File: config.mk
export PLATFORM = sky130hd
export DESIGN_NAME = led_frame_seq
export DESIGN_NICKNAME = d
export VERILOG_FILES = /design/src/rtl/led_frame_seq.sv
export SDC_FILE = /design/constraint.sdc
export NUM_CORES = 1
export LEC_CHECK = 0
export ABC_CLOCK_PERIOD_IN_PS = 5900
export BUFFER_PORTS_ARGS = -buffer_cell sky130_fd_sc_hd__buf_4
export CORE_MARGIN = 2
export CORE_UTILIZATION = 30
export CTS_CLUSTER_SIZE = 20
export DETAILED_ROUTE_END_ITERATION = 8
export PLACE_DENSITY = 0.55
export SETUP_SLACK_MARGIN = 0.15
export SYNTH_ARGS = -nofsm -noshare
export SYNTH_HDL_FRONTEND = slang
export SYNTH_SLANG_ARGS = --single-unit
File: constraint.sdc
create_clock -name clk -period 5.9 [get_ports clk]
set_clock_uncertainty 0.15 [all_clocks]
set_input_delay 0.885 -clock clk [delete_from_list [all_inputs] [get_ports clk]]
set_output_delay 0.885 -clock clk [all_outputs]
set_load 0.01 [all_outputs]
File: src/rtl/led_frame_seq.sv
module led_frame_seq #(
  parameter int WORDS     = 16,
  parameter int WORD_W    = 16,
  parameter int PH        = 2,
  parameter int LATCH_CYC = 3,
  parameter int PER_W     = 16,
  parameter int PER_DEF   = 40
) (
  input  logic                       clk,
  input  logic                       rst,
  input  logic                       start,
  input  logic                       per_wr,
  input  logic [PER_W-1:0]           per_val,
  output logic                       word_req,
  output logic [$clog2(WORDS)-1:0]   word_idx,
  input  logic [WORD_W-1:0]          word_data,
  input  logic                       word_valid,
  output logic                       sck,
  output logic                       sin,
  output logic                       trans,
  output logic                       pwmclk,
  output logic                       busy,
  output logic                       done
);
  localparam int WIW = $clog2(WORDS);
  localparam int BW  = $clog2(WORD_W);
  localparam int PHW = (PH > 1) ? $clog2(PH) : 1;
  localparam int HCW = $clog2(2*LATCH_CYC+1);
  localparam logic [PHW-1:0]   PH_LAST   = PHW'(PH-1);
  localparam logic [BW-1:0]    BIT_LAST  = BW'(WORD_W-1);
  localparam logic [WIW-1:0]   WORD_LAST = WIW'(WORDS-1);
  localparam logic [HCW-1:0]   HC_LAST   = HCW'(2*LATCH_CYC);
  localparam logic [PER_W-1:0] PER_MIN   = PER_W'(2);

  typedef enum logic [1:0] {S_IDLE, S_LOAD, S_SHIFT, S_LATCH} st_t;

  st_t              st;
  logic [PHW-1:0]   ph;
  logic [BW-1:0]    bit_cnt;
  logic [WIW-1:0]   word_cnt;
  logic [WORD_W-1:0] sreg;
  logic [HCW-1:0]   hc;
  logic [PER_W-1:0] pcnt, per_cur, per_pend;

  wire ph_end = (ph == PH_LAST);

  assign word_req = (st == S_LOAD);
  assign word_idx = word_cnt;
  assign busy     = (st != S_IDLE);
  assign pwmclk   = (pcnt < (per_cur >> 1));

  always_ff @(posedge clk) begin
    if (rst) begin
      st <= S_IDLE; ph <= '0; bit_cnt <= '0; word_cnt <= '0; sreg <= '0; hc <= '0;
      sck <= 1'b0; sin <= 1'b0; trans <= 1'b0; done <= 1'b0;
    end else begin
      done <= 1'b0;
      if (st == S_SHIFT || st == S_LATCH) ph <= ph_end ? '0 : ph + 1'b1;
      else ph <= '0;
      case (st)
        S_IDLE: if (start) begin
          st <= S_LOAD;
          word_cnt <= '0;
        end
        S_LOAD: if (word_valid) begin
          sreg <= word_data;
          sin <= word_data[WORD_W-1];
          bit_cnt <= '0;
          st <= S_SHIFT;
        end
        S_SHIFT: if (ph_end) begin
          if (!sck) sck <= 1'b1;
          else begin
            sck <= 1'b0;
            if (bit_cnt == BIT_LAST) begin
              if (word_cnt == WORD_LAST) begin
                st <= S_LATCH; trans <= 1'b1; sin <= 1'b0; hc <= '0;
              end else begin
                word_cnt <= word_cnt + 1'b1;
                st <= S_LOAD;
              end
            end else begin
              bit_cnt <= bit_cnt + 1'b1;
              sreg <= sreg << 1;
              sin <= sreg[WORD_W-2];
            end
          end
        end
        S_LATCH: if (ph_end) begin
          if (hc == HC_LAST) begin
            trans <= 1'b0; done <= 1'b1; st <= S_IDLE;
          end else begin
            hc <= hc + 1'b1;
            sck <= ~sck;
          end
        end
        default: st <= S_IDLE;
      endcase
    end
  end

  always_ff @(posedge clk) begin
    if (rst) begin
      pcnt <= '0; per_cur <= PER_W'(PER_DEF); per_pend <= PER_W'(PER_DEF);
    end else begin
      if (per_wr) per_pend <= (per_val < PER_MIN) ? PER_MIN : per_val;
      if (pcnt == per_cur - 1'b1) begin
        pcnt <= '0;
        per_cur <= per_pend;
      end else pcnt <= pcnt + 1'b1;
    end
  end

  a_r3_sin_stable_high: assert property (@(posedge clk) disable iff (rst)
    (sck && $past(sck)) |-> $stable(sin));
  a_r4_sin_low_latch: assert property (@(posedge clk) disable iff (rst)
    trans |-> !sin);
  a_r4_trans_edges_sck_low: assert property (@(posedge clk) disable iff (rst)
    ($rose(trans) || $fell(trans)) |-> !sck);
  a_r5_done_single: assert property (@(posedge clk) disable iff (rst)
    done |=> !done);
  a_r5_done_on_fall: assert property (@(posedge clk) disable iff (rst)
    done |-> (!trans && !busy));
  a_r9_period_at_wrap: assert property (@(posedge clk) disable iff (rst)
    (per_cur != $past(per_cur)) |-> (pcnt == '0));
endmodule

==> results by group <==
Power
  – P_int: 986 uW
  – Leakage: 2.02 nW
  – Power share of the clock group: 46.1%
  – Sw frac: 22.9%
  – Seq pwr share: 45.6%
  – Worst vdd ir: 0.000149 V
  – Comb pwr share: 8.3%
  – Pwr dens: 248 mW/mm^2
  – Switch Pwr: 292 uW

Hold path
  – Hold EP: per_cur[7]
  – Worst hold path cell count: 2
  – Hold Crit Class: reg2reg
  – Critical hold path startpoint: per_pend[7]

CTS
  – CTS clk-pin slew, worst paths: 60 ps
  – Hold Buf Count CTS: 0
  – CTS tree: done
  – CTS Buffer Depth: 2
  – Num CTS Buffers: 9
  – Setup bufs post-CTS: 0
  – Clock Sink Count: 81
  – Clock root buffer: clkbuf_16
  – CTS HTree Levels: 3
  – Post-CTS resize count: 0
  – Clock latency on the worst-skew pair: 340 ps

Floorplanning
  – I/O Pins: 48
  – Die Width: 125 um
  – Core area: 0.0144 sq mm
  – Site Rows: 44
  – Initial Util: 30.4%
  – Die height: 125 um
  – Die area: 0.0156 sq mm

Setup path
  – Arr. time, crit path: 2380 ps
  – Buffers and inverters on the worst path: 2
  – Worst Path Required: 4870 ps
  – R2R setup slack: 2640 ps
  – Worst reg2reg path startpoint: per_cur[0]
  – Worst Setup Path Type: reg2out
  – Slowest cell on crit path: dfxtp_1
  – Worst setup EP type: output pin
  – CP Launch Type: flip-flop
  – Critical path's largest stage delay: 490 ps
  – Cells along the critical path: inv_1 -> ha_1 -> o21ai_0 -> a21boi_0 -> o21ai_0 -> a21oi_1 -> or4_1 -> a21oi_1 -> buf_4
  – Cell family with most CP delay: compound AO/OA/AOI/OAI gates
  – R2r endpoint: per_cur[0]
  – Worst path depth: 9
  – R2R depth: 9
  – Maximum net fanout on the critical path: 9

Synthesis
  – Post-synthesis cell count: 494
  – Post-Syn Area: 0.00438 sq mm
  – Synth Area per Inst: 8.87 sq um
  – Yosys reg bits: 81
  – Primary FF master, synth: dfxtp_1
  – Syn_nets: 551
  – Post-synth EDFFs: 0
  – Synth async-reset ratio: 0%
  – Post-synthesis cell type count: 55
  – Synth warnings: 0
  – Post-synthesis sequential area ratio: 37.0%

Finish
  – Fin cells: 715
  – Layout Nets: 584
  – P&R area growth vs syn: 17.5%
  – Multi-input logic area: 0.00254 sq mm
  – Sequential cell area: 0.00162 sq mm
  – Diodes inserted: 0
  – Share of cells above drive strength 1: 16.0%
  – Layout fillers: 1,501

Routing
  – First-pass DRT Iterations: 4
  – Via density: 5.02
  – Final ANT Viol Nets: 0
  – Post-Route WL: 9890 um
  – Vias: 3,586
  – Routed length per instance: 13.8 um
  – First DRT Iteration DRCs: 191
  – # DRC: 0

STA
  – Rel. slew slack: 40.7%
  – Slew @ Worst Pin: 886 ps
  – RSZ-0062 raised after global routing: false
  – Fmax: 0.293 GHz
  – Final Hold Vio Count: 0
  – Tmin final: 3410 ps
  – Setup Viol. Count Final: 0
  – Period Utilization, post-route: 57.8%
  – Fin. max-slew vios: 0
  – Setup TNS: 0 ps

Global routing
  – Largest net degree at the start of global routing: 74
  – Initial antenna violation count: 0
  – First-pass GRT wire length: 17,100 um
  – GRT Total Usage: 13.1%
  – Grt ovf: 0
  – Vias in the first global route: 3,552

Job
  – Max-Cap Viols: 0

Placement
  – Port Buffer Count: 47
  – GPL Wtd Cong: 0.797
  – Placed Instances: 700
  – HPWL Detailed: 7050 um

Status
  – Status: finished clean
[per-stage QoR]
step	util, %	hold WS [ps]	setup slack, ps	area [sq um]	power [mW]
6_report	35.7	322	2490	5150	1.28
5_1_grt	35.7	338	2240	5150	1.33
4_1_cts	35.7	322	2370	5150	1.30
3_5_place_dp	33.6	310	2660	4840	0.702
3_3_place_gp	33.6	311	2720	4840	0.700
2_1_floorplan	-	291	2960	4380	0.660
[worst max path at each step]
stage / from / endpoint / slack, ps
floorplan: per_cur[0] / pcnt[10] / 2960
global placement: per_cur[0] / per_cur[3] / 2720
CTS: per_cur[2] / pwmclk / 2370
global route: per_cur[2] / pwmclk / 2240
finish: per_cur[2] / pwmclk / 2490
detailed placement: per_cur[0] / pcnt[3] / 2660
[cell usage in the layout (no fill, tap or decap), types with 4 or more instances in the layout]
| cell | count |
|---|---|
| dfxtp_1 | 81 |
| nor2_1 | 56 |
| buf_4 | 48 |
| mux2i_1 | 30 |
| nand3_1 | 29 |
| a21oi_1 | 25 |
| xor2_1 | 25 |
| inv_1 | 24 |
| a211oi_1 | 23 |
| ha_1 | 20 |
| nand2_1 | 18 |
| nor3_1 | 17 |
| xnor2_1 | 14 |
| o21ai_0 | 11 |
| nor3_2 | 10 |
| o21ai_1 | 10 |
| nand4_1 | 9 |
| clkbuf_16 | 9 |
| nor4_1 | 5 |
| and4_1 | 4 |
| and2_1 | 4 |
| a31oi_1 | 4 |
| and3_1 | 4 |
[layout make-up]
type / instances / area share (%)
clock buffer: 10 / 4.45
clock inverter: 5 / 1.58
inverter: 24 / 1.75
multi-input combinational: 363 / 49.3
sequential: 81 / 31.5
tap: 184 / 4.47
timing repair buffer: 48 / 7.00
[tightest hold or removal path, stage by stage (launching register included)]
cell and delay [ps]:
dfxtp_1 310, nand3_1 60, a21oi_1 50
[per-layer routing]
metal,vias up,part of all wire (%),GRT usage (%)
li1,1842,-,-
met5,-,0,0
met2,47,46,21.0
met3,8,3.7,3.44
met4,0,0.94,4.18
met1,1689,49,17.4
[cells by family (layout without fill, tap and decap cells)]
logic type,count (synthesis),after routing,synth area share [%]
flops,81,81,37.0
simple gates,172,172,21.2
buf+inv,50,87,5.23
fa+ha+maj,20,20,5.71
compound gates,102,102,16.2
mux,30,30,6.85
xor+xnor,39,39,7.80
[synthesized netlist by cell type (2+ instances only)]
cell type,number,area (sq um)
and3_1,4,25.0
a21o_1,3,22.5
nand2b_1,3,18.8
and4_1,4,35.0
nor4_1,5,31.3
nor3b_1,2,15.0
inv_1,24,90.1
and2_1,4,25.0
a21oi_1,25,125
nand4_1,9,56.3
a211oi_1,23,173
nor2_1,56,210
clkbuf_1,21,78.8
o22ai_1,2,12.5
a31oi_1,5,31.3
nand3_1,29,145
nor4b_1,2,17.5
mux2i_1,30,300
o2111ai_1,2,17.5
xnor2_1,14,123
a22oi_1,3,22.5
dfxtp_1,81,1620
o211ai_1,2,15.0
o21ai_1,10,50.1
xor2_1,25,219
buf_6,4,45.0
o21ai_0,11,55.1
ha_1,20,250
nor3_1,17,85.1
nand2_1,18,67.6
a41oi_1,3,26.3
nor3_2,10,100
[power by group through the flow]
| stage | Combinational (mW) | Sequential [mW] | Clock (mW) |
|---|---|---|---|
| finish | 0.106 | 0.584 | 0.589 |
| global route | 0.118 | 0.586 | 0.629 |
| CTS | 0.107 | 0.583 | 0.609 |
| detailed placement | 0.107 | 0.595 | 0 |
| global placement | 0.105 | 0.595 | 0 |
| floorplan | 0.0716 | 0.588 | 0 |
[flip-flops by register name, summed over array words and instances, names as in the netlist]
signal	flops
bit_cnt	4
done	1
hc	3
pcnt	16
per_cur	16
per_pend	16
ph	1
sck	1
sin	1
sreg	15
st	2
trans	1
word_idx	4
(Power assumes the default switching activity.)
